`src/rtl/mux_port_pkg.sv`:
```
package mux_port_pkg;

    typedef enum logic [2:0] {
        ST_PARKED,
        ST_RESET,
        ST_STANDBY,
        ST_READ,
        ST_WRITE,
        ST_INHIBIT
    } port_state_e;

    localparam int ID_SEL_W = 2;

endpackage

```
`src/rtl/rc_addr_latch.sv`:
```
module rc_addr_latch #(
    parameter int AW = 11
) (
    input  logic            clk,
    input  logic            rst_n,
    input  logic            enable,
    input  logic            rc_sel,
    input  logic [AW-1:0]   addr_in,
    output logic [2*AW-1:0] addr_q
);

    logic rc_prev_q;

    always_ff @(posedge clk or negedge rst_n) begin
        if (!rst_n) begin
            rc_prev_q <= 1'b1;
        end else if (enable) begin
            rc_prev_q <= rc_sel;
        end
    end

    // half 0 (row, low bits) on falling strobe, half 1 (column, high bits) on rising
    for (genvar h = 0; h < 2; h++) begin : g_half
        logic          hit;
        logic [AW-1:0] half_q;

        if (h == 0) begin : g_row
            assign hit = rc_prev_q && !rc_sel;
        end else begin : g_col
            assign hit = !rc_prev_q && rc_sel;
        end

        always_ff @(posedge clk or negedge rst_n) begin
            if (!rst_n) begin
                half_q <= '0;
            end else if (enable && hit) begin
                half_q <= addr_in;
            end
        end

        assign addr_q[h*AW +: AW] = half_q;
    end

endmodule

```
`src/rtl/port_ctl_fsm.sv`:
```
module port_ctl_fsm
    import mux_port_pkg::*;
#(
    parameter int DW = 8
) (
    input  logic          clk,
    input  logic          rst_n,
    input  logic          mode_sel,
    input  logic          oe_n,
    input  logic          we_n,
    input  logic [DW-1:0] data_in,
    output port_state_e   state_o,
    output logic          wr_req,
    output logic [DW-1:0] wr_data
);

    port_state_e state_q, prev_q, state_d;
    logic [DW-1:0] wr_data_q;

    // next-state decode
    always_comb begin
        if (!mode_sel) begin
            state_d = ST_PARKED;
        end else begin
            unique case ({oe_n, we_n})
                2'b01:   state_d = ST_READ;
                2'b10:   state_d = ST_WRITE;
                2'b11:   state_d = ST_STANDBY;
                default: state_d = ST_INHIBIT;
            endcase
        end
    end

    // state register
    always_ff @(posedge clk or negedge rst_n) begin
        if (!rst_n) begin
            state_q <= ST_RESET;
            prev_q  <= ST_RESET;
        end else begin
            state_q <= state_d;
            prev_q  <= state_q;
        end
    end

    always_ff @(posedge clk or negedge rst_n) begin
        if (!rst_n) begin
            wr_data_q <= '0;
        end else if (state_d == ST_WRITE && state_q != ST_WRITE) begin
            wr_data_q <= data_in;
        end
    end

    // outputs
    always_comb begin
        wr_req = 1'b0;
        unique case (state_q)
            ST_WRITE: wr_req = (prev_q != ST_WRITE);
            ST_PARKED, ST_RESET, ST_STANDBY, ST_READ, ST_INHIBIT: wr_req = 1'b0;
            default:  wr_req = 1'b0;
        endcase
    end

    assign state_o = state_q;
    assign wr_data = wr_data_q;

endmodule

```
`src/rtl/port_read_mux.sv`:
```
module port_read_mux
    import mux_port_pkg::*;
#(
    parameter int          DW      = 8,
    parameter logic [DW-1:0] MFR_ID  = 8'h37,
    parameter logic [DW-1:0] DEV_ID  = 8'h9B,
    parameter logic [DW-1:0] CONT_ID = 8'h7F
) (
    input  port_state_e         state,
    input  logic                id_sel,
    input  logic [ID_SEL_W-1:0] id_idx,
    input  logic [DW-1:0]       array_rdata,
    output logic [DW-1:0]       data_out,
    output logic                data_oe,
    output logic                rd_req
);

    logic [DW-1:0] id_byte;

    always_comb begin
        unique case (id_idx)
            2'b00:   id_byte = MFR_ID;
            2'b01:   id_byte = DEV_ID;
            2'b11:   id_byte = CONT_ID;
            default: id_byte = '0;
        endcase
    end

    always_comb begin
        data_oe  = 1'b0;
        rd_req   = 1'b0;
        data_out = '0;
        unique case (state)
            ST_READ: begin
                data_oe  = 1'b1;
                rd_req   = !id_sel;
                data_out = id_sel ? id_byte : array_rdata;
            end
            ST_PARKED, ST_RESET, ST_STANDBY, ST_WRITE, ST_INHIBIT: begin
                data_oe = 1'b0;
            end
            default: data_oe = 1'b0;
        endcase
    end

endmodule

```
`src/rtl/mux_addr_port.sv`:
```
module mux_addr_port
    import mux_port_pkg::*;
#(
    parameter int            AW      = 11,
    parameter int            DW      = 8,
    parameter logic [DW-1:0] MFR_ID  = 8'h37,
    parameter logic [DW-1:0] DEV_ID  = 8'h9B,
    parameter logic [DW-1:0] CONT_ID = 8'h7F
) (
    input  logic            clk,
    input  logic            mode_sel,
    input  logic            prt_rst_n,
    input  logic            rc_sel,
    input  logic [AW-1:0]   addr_in,
    input  logic            oe_n,
    input  logic            we_n,
    input  logic            id_sel,
    input  logic [DW-1:0]   data_in,
    input  logic [DW-1:0]   array_rdata,
    output logic [DW-1:0]   data_out,
    output logic            data_oe,
    output logic [2*AW-1:0] int_addr,
    output logic            rd_req,
    output logic            wr_req,
    output logic [DW-1:0]   wr_data
);

    localparam int IAW = 2 * AW;

    port_state_e      state;
    logic [IAW-1:0]   addr_q;

    rc_addr_latch #(.AW(AW)) u_latch (
        .clk     (clk),
        .rst_n   (prt_rst_n),
        .enable  (mode_sel),
        .rc_sel  (rc_sel),
        .addr_in (addr_in),
        .addr_q  (addr_q)
    );

    port_ctl_fsm #(.DW(DW)) u_fsm (
        .clk      (clk),
        .rst_n    (prt_rst_n),
        .mode_sel (mode_sel),
        .oe_n     (oe_n),
        .we_n     (we_n),
        .data_in  (data_in),
        .state_o  (state),
        .wr_req   (wr_req),
        .wr_data  (wr_data)
    );

    port_read_mux #(
        .DW(DW), .MFR_ID(MFR_ID), .DEV_ID(DEV_ID), .CONT_ID(CONT_ID)
    ) u_rmux (
        .state       (state),
        .id_sel      (id_sel),
        .id_idx      (addr_q[ID_SEL_W-1:0]),
        .array_rdata (array_rdata),
        .data_out    (data_out),
        .data_oe     (data_oe),
        .rd_req      (rd_req)
    );

    assign int_addr = addr_q;

endmodule

```
`config.mk`:
```
export PLATFORM = sky130hd
export DESIGN_NAME = mux_addr_port
export DESIGN_NICKNAME = d
export VERILOG_FILES = /design/src/rtl/mux_port_pkg.sv /design/src/rtl/rc_addr_latch.sv /design/src/rtl/port_ctl_fsm.sv /design/src/rtl/port_read_mux.sv /design/src/rtl/mux_addr_port.sv
export SDC_FILE = /design/constraint.sdc
export NUM_CORES = 1
export LEC_CHECK = 0
export BUFFER_PORTS_ARGS = -buffer_cell sky130_fd_sc_hd__buf_2
export CAP_MARGIN = 5
export CORE_AREA = 4 4 45 87
export DETAILED_ROUTE_END_ITERATION = 7
export DIE_AREA = 0 0 49 91
export GPL_ROUTABILITY_DRIVEN = 1
export GPL_TIMING_DRIVEN = 0
export PLACE_DENSITY = 0.82
export SYNTH_ARGS = -nofsm -noshare
export SYNTH_HDL_FRONTEND = slang
export SYNTH_SLANG_ARGS = --single-unit
```
`constraint.sdc`:
```
create_clock -name clk -period 3.03 [get_ports clk]
set_clock_uncertainty 0.1 [all_clocks]
set_input_delay 0.1515 -clock clk [delete_from_list [all_inputs] [get_ports clk]]
set_output_delay 0.1515 -clock clk [all_outputs]
set_load 0.03 [all_outputs]
```
# --- After elaboration in Yosys (flattened, before gate mapping) ---
# Cells that the tools add are included.
classes:
  n_eq_ne: 10
  mux: 8
  n_reduce_logical: 9
ops:
  columns: ["op", "count"]
  rows:
  - ["$pmux 8 s3", 1]
  - ["$mux 8", 2]
  - ["$pmux 3 s3", 1]
  - ["$eq 2x2->1 const B", 3]
  - ["$eq 3x3->1 const B", 2]
  - ["$ne 3x3->1 const B", 2]
  - ["$logic_and 1x1->1", 5]
  - ["$eq 2x1->1 const B", 2]
  - ["$eq 3x2->1 const B", 1]
  - ["$logic_not 1->1", 3]
  - ["$mux 1", 3]
  - ["$mux 3", 1]
  - ["$logic_not 2->1", 1]
word_totals:
  reg_bits: 37
  elab_cells: 33

# --- Longest topological paths before layout ---
# Gate-level depths: netlist (run 1).
logic_depth:
  word_depth: 5
  mapped_depth: 5
  mapped_depth_nobuf: 5

# --- Hierarchy ---
# Synthesis (run 1) repeated with hierarchy kept, for this count alone.
hier_totals:
  cells_unflattened: 109
  hier_area_um2: 1651.6
modules_own_cells:
  columns: ["mod", "n_inst", "cells_each", "area_each_um2", "seq_area_each_um2"]
  rows:
  - ["rc_addr_latch", 1, 50, 948.4, 576.8]
  - ["port_ctl_fsm", 1, 31, 505.5, 352.8]
  - ["port_read_mux", 1, 28, 197.7, 0.0]

# --- Worst setup path before layout (run 1) ---
# No wires, ideal clock.
synth_timing:
  kind: "reg-to-output"
  from: "reg u_latch.g_half[0].half_q[0]"
  to: "out data_out[4]"
  arrival_ps: 1602
  t_required_ps: 2778
  path_slack_ps: 1177
  stages_incl_launch_ff: 4
  n_path_buf: 0
  path_cell_list: "dfrtp_1 > inv_1 > ha_1 > a211oi_1"
synth_via:
  elab_chain_len: 4
  elab_cells_between_ends: 6
synth_rtl:
  columns: ["item", "line", "source"]
  rows:
  - ["start: declaration", "rc_addr_latch.sv:25", "logic [AW-1:0] half_q;"]
  - ["start signal: assignment", "rc_addr_latch.sv:37", "half_q <= addr_in;"]
  - ["$eq 2x2->1 (tied with other cells)", "port_read_mux.sv:21", "unique case (id_idx)"]
  - ["$pmux 8 s3 (*)", "port_read_mux.sv:21", null]
  - ["$mux 8 (*)", "port_read_mux.sv:37", "data_out = id_sel ? id_byte : array_rdata;"]
  - ["$mux 8 (*)", "port_read_mux.sv:33", "unique case (state)"]
  - ["end: declaration", "mux_addr_port.sv:20", "output logic [DW-1:0] data_out,"]
# Every way passes the cells marked *; elsewhere a longest branch is shown, timed or not.

# --- Worst setup path after layout (run 1) ---
layout_timing:
  from: "reg u_fsm.state_q[0] (netlist: u_fsm.state_o[0])"
  to: "out data_out[4]"
layout_via:
  elab_chain_len: 2
layout_rtl:
  columns: ["item", "line", "source"]
  rows:
  - ["start: declaration", "port_ctl_fsm.sv:17", "port_state_e state_q, prev_q, state_d;"]
  - ["start signal: assignment", "port_ctl_fsm.sv:40", "state_q <= state_d;"]
  - ["$eq 3x2->1", "port_read_mux.sv:33", null]
  - ["$mux 8", "port_read_mux.sv:33", null]
# No other way between the ends.

==> impl_metrics.ini, run 1 <==
[run_status]
status = complete, no violations

[cells_and_area]
final_common_cell = buf_2
instances_no_fill = 231
syn_to_final_growth_pct = 36.0
drive_gt1_share_pct = 58.0
insertedDiodeCount = 0
nets = 237
final_cell_mix = 76 x buf_2, 34 x dfrtp_1, 31 x mux2_2, 7 x dlygate4sd3_1

[power_and_ir_drop]
comb_power_share_pct = 33.2
power_density_nw_per_um2 = 680
switching_power_uw = 510
finalPower_mw = 1.44
max-vdd-ir-drop_v = 0.000475
pwr-share-seq_pct = 44.8
p_sw_share_pct = 35.5
internal_power_uw = 927
clkPwrFrac_pct = 22.0
p_leak_nw = 1.07

[placed_design]
dpl.hpwl_um = 2680
post-place-ws_ps = 1410
port_buffers = 74
dp_cells = 216
gp_congestion = 0.747

[timing]
maxSlewViolCount = 0
relSlewSlack_pct = 47.0
post-route-min-period_ps = 1910
tightest_slew_ps = 796
finalSetupViolCount = 0
rsz0062_at_grt = no
final.setup.tns_ps = 0
fin_hold_ws_ps = 9.36
fmax_mhz = 524
timing.final.crit_share_pct = 63.0
worst_slack_ps = 1120
hold_viol_final = 0

[global_routing]
grt_max_degree = 38
overflow = 0
grt_util_all_layers_pct = 16.3
antenna_found_initial = 0
grt_pass1_wl_um = 5750
grt_pass1_vias = 1272

[clock_network]
cts_resized = 0
clock_latency_ps = 280
clk_path_buf_depth = 2
h-tree-depth = 2
cts_buffers = 5
cts_tree = done
root_buffer = clkbuf_8
cts.sink_count = 37
path_clk_slew_ps = 70

[worst_setup_path]
cpMaxStageDelayCell = dfstp_2
critPathMaxFanout = 10
arrival_ps = 1660
rr_worst_depth = 3
worstPathRequired_ps = 2780
end_kind = output pin
r2r_start = u_latch.rc_prev_q$_DFFE_PN1P_
critical_path.max_stage_delay_ps = 550
startpoint_type = flop
crit_chain = nand3b_1, a211oi_1, buf_2
worstSetupPathType = reg -> out
r2r_slack_ps = 1510
rr_endpoint = u_latch.g_half[1].half_q[2]$_DFFE_PN0P_

[floorplanning]
start_util_pct = 48.6
core_um2 = 3190
row_count = 29
dieArea_um2 = 4460
die_h_um = 91
die_x_um = 49
io_pins = 75

[min_path]
min_to = u_fsm.wr_data[5]$_DFFE_PN0P_
hp-class = in -> reg
min_from = data_in[5]
worstHoldPathCells = 2

[synthesis]
syn-cell-area_um2 = 1550
yosysWarnings = 0
syn_nets = 149
synth-seq-cells = 37
ys_seq_area_share_pct = 59.9
synth.avg_cell_area_um2 = 14.0
synth.distinct_cells = 18
syn_inst = 111

[job]
max-cap-violations = 0

[drt]
routed_via_density = 5.11
ant_nets = 0
num_vias = 1180
totalWireLength_um = 3450
drc = 0
routedWlPerCell_um = 14.9
dr.pass1.iters = 2
drt_iter0_drc = 8
state kept, by name, indices dropped and copies added (netlist names):
signal and flops:
u_latch.g_half.half_q 22, u_fsm.wr_data 8, u_fsm.prev_q 3, u_fsm.state_o 3
u_latch.rc_prev_q 1
repair_timing:
action	4_1_cts	5_1_grt
setup buffers	0	0
hold endpoints to repair	39	1
hold buffers	6	1
endpoints found under the setup margin	0	0
per-layer routing:
layer	vias to the layer above	global-route usage (%)	routed length, um
met4	0	6.52	57
met5	-	0	0
met2	48	30.0	1990
met3	6	4.59	280
met1	570	16.6	1120
li1	556	-	-
worst max-delay path: cells and delay by family (launching register included):
| kind | cells | cell delay, ps |
|---|---|---|
| flip-flops | 1 | 550 |
| AO/OA/AOI/OAI | 1 | 320 |
| AND/OR/NAND/NOR | 1 | 270 |
| buffers and inverters | 1 | 240 |
cell families (layout without fill, tap and decap cells):
| kind of cell | count (synthesis) | after routing | synth area share, % |
|---|---|---|---|
| AO/OA/AOI/OAI | 9 | 9 | 3.95 |
| AND/OR/NAND/NOR | 21 | 21 | 7.33 |
| buffers and inverters | 7 | 96 | 1.85 |
| flip-flops | 37 | 37 | 59.9 |
| adder cells (fa/ha/maj) | 4 | 4 | 3.22 |
| multiplexers | 33 | 33 | 23.8 |
power groups by stage:
stage	logic, mW	registers (mW)	clock network, mW
floorplan	0.130	0.831	0
global placement	0.460	0.645	0
detailed placement	0.474	0.653	0
CTS	0.481	0.645	0.329
global route	0.509	0.658	0.351
finish	0.478	0.644	0.316
synthesized netlist by cell type:
cell,instances,area [um^2]
o211ai_1,1,7.51
mux2_2,31,349
dfrtp_1,34,851
nand3b_1,4,30.0
nor2_1,6,22.5
nor2b_1,2,12.5
nand2b_1,5,31.3
a21oi_1,6,30.0
nand2_1,3,11.3
inv_1,4,15.0
buf_2,2,10.0
and2_1,1,6.26
a21oi_4,1,16.3
mux2i_1,2,20.0
ha_1,4,50.1
dfstp_2,3,78.8
clkbuf_1,1,3.75
a211oi_1,1,7.51
worst max-delay path by stage:
stage / cells after the start / start / end
2_1_floorplan: 3 / u_latch.g_half[0].half_q[0]$_DFFE_PN0P_ / data_out[4]
3_3_place_gp: 3 / u_fsm.state_o[0]$_DFF_PN1_ / data_out[4]
3_5_place_dp: 3 / u_fsm.state_o[0]$_DFF_PN1_ / data_out[4]
4_1_cts: 3 / u_fsm.state_o[0]$_DFF_PN1_ / data_out[4]
5_1_grt: 3 / u_fsm.state_o[0]$_DFF_PN1_ / data_out[4]
6_report: 3 / u_fsm.state_o[0]$_DFF_PN1_ / data_out[4]
metrics by stage:
stage               util [%]  instance area (um^2)
CTS                     65.8                  2100
global placement        61.4                  1960
global route            66.1                  2110
floorplan                  -                  1550
finish                  66.1                  2110
detailed placement      61.4                  1960
area by class of cell:
cell class | count | area, um^2
Buffer | 3 | 13.8
Timing Repair Buffer | 81 | 440
Fill cell | 251 | 1080
Clock buffer | 8 | 80.1
Multi-Input combinational cell | 67 | 594
Inverter | 4 | 15.0
Sequential cell | 37 | 930
Tap cell | 31 | 38.8
No activity file was read; power rests on OpenSTA's default activity.
==> run 2: changes to the inputs <==
--- a/config.mk
+++ b/config.mk
@@ -7,12 +7,12 @@
 export LEC_CHECK = 0
 export BUFFER_PORTS_ARGS = -buffer_cell sky130_fd_sc_hd__buf_2
 export CAP_MARGIN = 5
-export CORE_AREA = 4 4 45 87
+export CORE_AREA = 4 4 49 95
 export DETAILED_ROUTE_END_ITERATION = 7
-export DIE_AREA = 0 0 49 91
+export DIE_AREA = 0 0 53 99
 export GPL_ROUTABILITY_DRIVEN = 1
 export GPL_TIMING_DRIVEN = 0
-export PLACE_DENSITY = 0.82
+export PLACE_DENSITY = 0.72
 export SYNTH_ARGS = -nofsm -noshare
 export SYNTH_HDL_FRONTEND = slang
 export SYNTH_SLANG_ARGS = --single-unit
==> constraint.sdc (replaced) <==
create_clock -name clk -period 1.6 [get_ports clk]
set_clock_uncertainty 0.1 [all_clocks]
set_input_delay 0.08 -clock clk [delete_from_list [all_inputs] [get_ports clk]]
set_output_delay 0.08 -clock clk [all_outputs]
set_load 0.03 [all_outputs]
==> run 2 against run 1 <==
Against the previous run: cell area rose by 17%; global-route usage shrank 0.83 points; critical path depth rose by 1; register-to-register slack got worse by 1500 ps; hold slack better by 300 ps; clock-buffer cell count fell by 1; wire length up 11%; critical path type unchanged; largest power group unchanged.
==> impl_metrics.ini, run 2 (synthesis results as in run 1) <==
[worst_setup_path]
worstSetupPathType = reg -> out
rr_worst_depth = 5
r2r_start = u_fsm.state_o[0]$_DFF_PN1_
critPathMaxFanout = 5
r2r_slack_ps = 40
rr_endpoint = u_fsm.wr_data[2]$_DFFE_PN0P_
startpoint_type = flop
arrival_ps = 1400
worstPathRequired_ps = 1420
end_kind = output pin

[cells_and_area]
insertedDiodeCount = 0
largest_reg_flops = 22
nets = 263
final_cell_mix = 67 x buf_2, 32 x dfrtp_1, 30 x mux2_2, 26 x dlygate4sd3_1, 9 x buf_4
drive_gt1_share_pct = 58.2
max_flop_register = u_latch.g_half.half_q
utilization_pct = 63.4
final_common_cell = buf_2
fill_cells = 332
syn_to_final_growth_pct = 58.7

[timing]
maxSlewViolCount = 0
fmax_mhz = 633
post-route-min-period_ps = 1580
relSlewSlack_pct = 47.1
rsz0062_at_grt = yes
worst_slack_ps = 21.2
final.setup.tns_ps = 0
finalSetupViolCount = 0
tightest_slew_ps = 793
fin_hold_ws_ps = 307
hold_viol_final = 0
timing.final.crit_share_pct = 98.7

[min_path]
hp-class = reg -> reg
min_to = u_fsm.prev_q[1]$_DFF_PN0_
worstHoldPathCells = 0
min_from = u_fsm.state_o[1]$_DFF_PN0_

[drt]
ant_nets = 0
drt_iter0_drc = 9
drc = 0
num_vias = 1277
routedWlPerCell_um = 13.8
totalWireLength_um = 3810
dr.pass1.iters = 4
routed_via_density = 4.63

[global_routing]
grt_use_met2_pct = 28.4
grt_pass1_vias = 1305
grt_util_all_layers_pct = 15.5
antenna_found_initial = 0
grt_max_degree = 38
met1_usage_pct = 15.4
globalRouteMet3Util_pct = 4.54
overflow = 0
grt_pass1_wl_um = 6070
top_usage_layer = met2

[placed_design]
dpl.hpwl_um = 2620
post-place-ws_ps = 79.0
gp_congestion = 0.640
port_buffers = 74

[clock_network]
path_clk_slew_ps = 70
cts.sink_count = 37
root_buffer = clkbuf_8
clk_path_buf_depth = 2
clock_latency_ps = 280
cts_buffers = 5
h-tree-depth = 2
cts_tree = done

[floorplanning]
row_count = 32
die_h_um = 99
start_util_pct = 40.0
io_pins = 75
core_um2 = 3880
die_x_um = 53
dieArea_um2 = 5250

[power_and_ir_drop]
finalPower_mw = 2.86
power_density_nw_per_um2 = 1160
max-vdd-ir-drop_v = 0.000928
p_leak_nw = 1.20

[job]
max-cap-violations = 0

[run_status]
status = complete, no violations
run 2: changes by cell type in the layout (fill, tap and decap cells not counted), moves of 4 or more:
| cell | delta |
|---|---|
| dlygate4sd3_1 | +19 |
| buf_2 | -9 |
| buf_4 | +9 |
| buf_6 | +4 |
run 2: routing by layer:
metal  vias to the layer above  wire length, um
met5                         -                0
met4                         0               65
met3                         6              325
met2                        59             2160
met1                       606             1260
li1                        606                -
run 2: final cells by class:
type,instances,area (um^2),share of cell area (%)
sequential,37,932,37.8
buffer,3,16.3,0.660
clock buffer,7,86.3,3.50
inverter,4,15.0,0.609
tap,51,63.8,2.59
multi-input combinational,67,619,25.1
timing repair buffer,107,731,29.7
run 2: power breakdown:
part | leakage, nW | internal, mW | switching (mW) | total, mW
registers | 0.436 | 1.12 | 0.0991 | 1.22
clock network | 0.0443 | 0.341 | 0.290 | 0.631
logic | 0.722 | 0.406 | 0.597 | 1.00
run 2: how the worst max path moves through the flow:
stage / cells past startpoint / end / from / slack [ps]
final: 4 / data_out[4] / u_fsm.state_o[0]$_DFF_PN1_ / 20
after floorplan: 5 / data_out[0] / u_latch.g_half[0].half_q[0]$_DFFE_PN0P_ / -60
after global routing: 4 / data_out[4] / u_fsm.state_o[0]$_DFF_PN1_ / -80
after CTS: 6 / data_out[3] / u_latch.g_half[0].half_q[0]$_DFFE_PN0P_ / -7
after detailed placement: 3 / u_latch.g_half[1].half_q[0]$_DFFE_PN0P_ / u_latch.rc_prev_q$_DFFE_PN1P_ / 80
after global placement: 3 / data_out[4] / u_fsm.state_o[0]$_DFF_PN1_ / 90
run 2: what timing repair did:
action	in CTS	in global routing
setup buffers	5	1
resized for setup	6	20
endpoints found under the hold margin	68	0
pin swaps	3	4
gates cloned	1	0
endpoints found under the setup margin	10	23
hold buffers	26	0
run 2: per-stage QoR:
step	cells	cell area [um^2]
after floorplan	111	1560
after global placement	236	2000
after detailed placement	236	2000
after CTS	275	2400
after global routing	276	2460
final	276	2460
run 2: worst max-delay path: stages (launching register included):
cell	delay (ps)
dfstp_2	530
nand3b_1	110
buf_6	150
a211oi_2	140
buf_4	190
==> run 3: changes to the inputs <==
--- a/config.mk
+++ b/config.mk
@@ -7,12 +7,12 @@
 export LEC_CHECK = 0
 export BUFFER_PORTS_ARGS = -buffer_cell sky130_fd_sc_hd__buf_2
 export CAP_MARGIN = 5
-export CORE_AREA = 4 4 49 95
+export CORE_AREA = 4 4 47 91
 export DETAILED_ROUTE_END_ITERATION = 7
-export DIE_AREA = 0 0 53 99
+export DIE_AREA = 0 0 51 95
 export GPL_ROUTABILITY_DRIVEN = 1
 export GPL_TIMING_DRIVEN = 0
-export PLACE_DENSITY = 0.72
+export PLACE_DENSITY = 0.75
 export SYNTH_ARGS = -nofsm -noshare
 export SYNTH_HDL_FRONTEND = slang
 export SYNTH_SLANG_ARGS = --single-unit
==> constraint.sdc (replaced) <==
create_clock -name clk -period 1.5 [get_ports clk]
set_clock_uncertainty 0.1 [all_clocks]
set_input_delay 0.075 -clock clk [delete_from_list [all_inputs] [get_ports clk]]
set_output_delay 0.075 -clock clk [all_outputs]
set_load 0.03 [all_outputs]
==> run 3 against run 2 <==
Against the previous run: the run now ends with setup timing left; register-to-register slack got worse by 150 ps; largest power group unchanged; non-clock buffer count increased by 3; power increased by 21%; utilization increased by 9.7 points; critical path depth unchanged.
==> impl_metrics.ini, run 3 (synthesis results as in run 1) <==
[power_and_ir_drop]
max-vdd-ir-drop_v = 0.00158
p_leak_nw = 1.27
power_density_nw_per_um2 = 1310
finalPower_mw = 3.45

[global_routing]
grt_pass1_vias = 1488
grt_util_all_layers_pct = 19.1
grt_max_degree = 38
antenna_found_initial = 0
grt_pass1_wl_um = 6800
overflow = 0

[min_path]
hp-class = in -> async

[floorplanning]
die_h_um = 95
die_x_um = 51
io_pins = 75
row_count = 31
dieArea_um2 = 4850
core_um2 = 3610
start_util_pct = 43.0

[clock_network]
clock_latency_ps = 290
h-tree-depth = 2
root_buffer = clkbuf_8
cts_tree = done
clk_path_buf_depth = 2
path_clk_slew_ps = 70
cts_buffers = 5
cts.sink_count = 37

[cells_and_area]
final_cell_mix = 63 x buf_2, 33 x dfrtp_1, 26 x dlygate4sd3_1, 23 x mux2_2, 13 x buf_6
drive_gt1_share_pct = 62.4
final_area_um2 = 2640
final_common_cell = buf_2
syn_to_final_growth_pct = 69.9
largest_reg_flops = 22
multiInputGateArea_um2 = 681
nets = 266
fill_cells = 236
final-seq-area_um2 = 931
max_flop_register = u_latch.g_half.half_q
insertedDiodeCount = 0

[drt]
num_vias = 1346
drc = 0
routed_via_density = 4.84
totalWireLength_um = 4590
drt_iter0_drc = 13
dr.pass1.iters = 4
ant_nets = 0
routedWlPerCell_um = 16.5

[worst_setup_path]
crit_path_start = u_fsm.state_o[0]$_DFF_PN1_
startpoint_type = flop
worstPathRequired_ps = 1320
end_kind = output pin
critPathMaxFanout = 5
r2r_start = u_fsm.state_o[0]$_DFF_PN1_
arrival_ps = 1530
worstSetupPathType = reg -> out

[timing]
rsz0062_at_grt = yes
worst_slack_ps = -200
finalSetupViolCount = 19
relSlewSlack_pct = 47.5
post-route-min-period_ps = 1700
timing.final.crit_share_pct = 113
maxSlewViolCount = 0
tightest_slew_ps = 787
fmax_mhz = 588
hold_viol_final = 0

[placed_design]
gp_congestion = 0.665
port_buffers = 74
dpl.hpwl_um = 2760
placed_area_um2 = 2000

[run_status]
status = finished with violations
failed_checks = setup timing

[job]
max-cap-violations = 0
==> run 3: cell count changes in the layout (fill, tap and decap cells not counted), sizes merged <==
cell	previous run	this run
clkbuf	10	7
clkinv	0	1
bufinv	0	2
buf	81	85
==> run 3: stage by stage <==
stage	setup slack [ps]	instances	hold slack [ps]	util, %	TNS, ps
final	-200	278	296	73.1	-2390
after global routing	-253	278	391	73.1	-3620
after CTS	-162	276	313	70.5	-1320
after detailed placement	-59.3	234	95.1	55.5	-308
after global placement	-8.59	234	69.8	55.5	-8.59
after floorplan	-74.4	111	-321	-	-181
==> run 3: power breakdown <==
part | leakage (nW) | total [mW] | internal [mW] | switching [mW]
combinational | 0.769 | 1.13 | 0.459 | 0.674
sequential | 0.437 | 1.31 | 1.19 | 0.115
clock | 0.0681 | 1.01 | 0.660 | 0.345
total | 1.27 | 3.45 | 2.31 | 1.13
==> run 3: per-layer routing <==
layer	up-vias	GRT usage, %	share of wire [%]
met5	-	0	0
met4	0	7.64	2.2
met3	9	6.16	7.4
met2	59	38.1	60
met1	662	16.2	30
li1	616	-	-
==> run 3: final cells by class <==
type                            instances  area share, %
Inverter                                4          0.664
Timing Repair Buffer                  110           30.0
Clock inverter                          3           2.47
Clock buffer                            5           2.61
Buffer                                  3          0.854
Sequential cell                        37           35.3
Tap cell                               49           2.32
Multi-Input combinational cell         67           25.8
==> run 3: final timing paths <==
path                                                                end  slack (ps)  cells after the start
worst min register to register                u_fsm.prev_q[1]$_DFF_PN0_         380                      0
worst max register to register             u_fsm.wr_data[2]$_DFFE_PN0P_        -110                      6
max in group asynchronous       u_latch.g_half[0].half_q[0]$_DFFE_PN0P_         450                      2
worst min-delay path            u_latch.g_half[0].half_q[7]$_DFFE_PN0P_         300                      2
worst max-delay path                                        data_out[3]        -200                      4
min in group clk                              u_fsm.prev_q[1]$_DFF_PN0_         380                      0
==> run 3: critical path: stages (launching register included) <==
cell and delay [ps]:
dfstp_2 530, nand3b_1 210, buf_6 220, a21oi_2 130
buf_6 150
==> run 3: repair_timing <==
| action | CTS | global route |
|---|---|---|
| endpoints found under the hold margin | 68 | 0 |
| pin swaps | 3 | 2 |
| setup buffers | 8 | 2 |
| hold buffers | 26 | 0 |
| gates resized for setup | 27 | 21 |
| endpoints found under the setup margin | 22 | 27 |
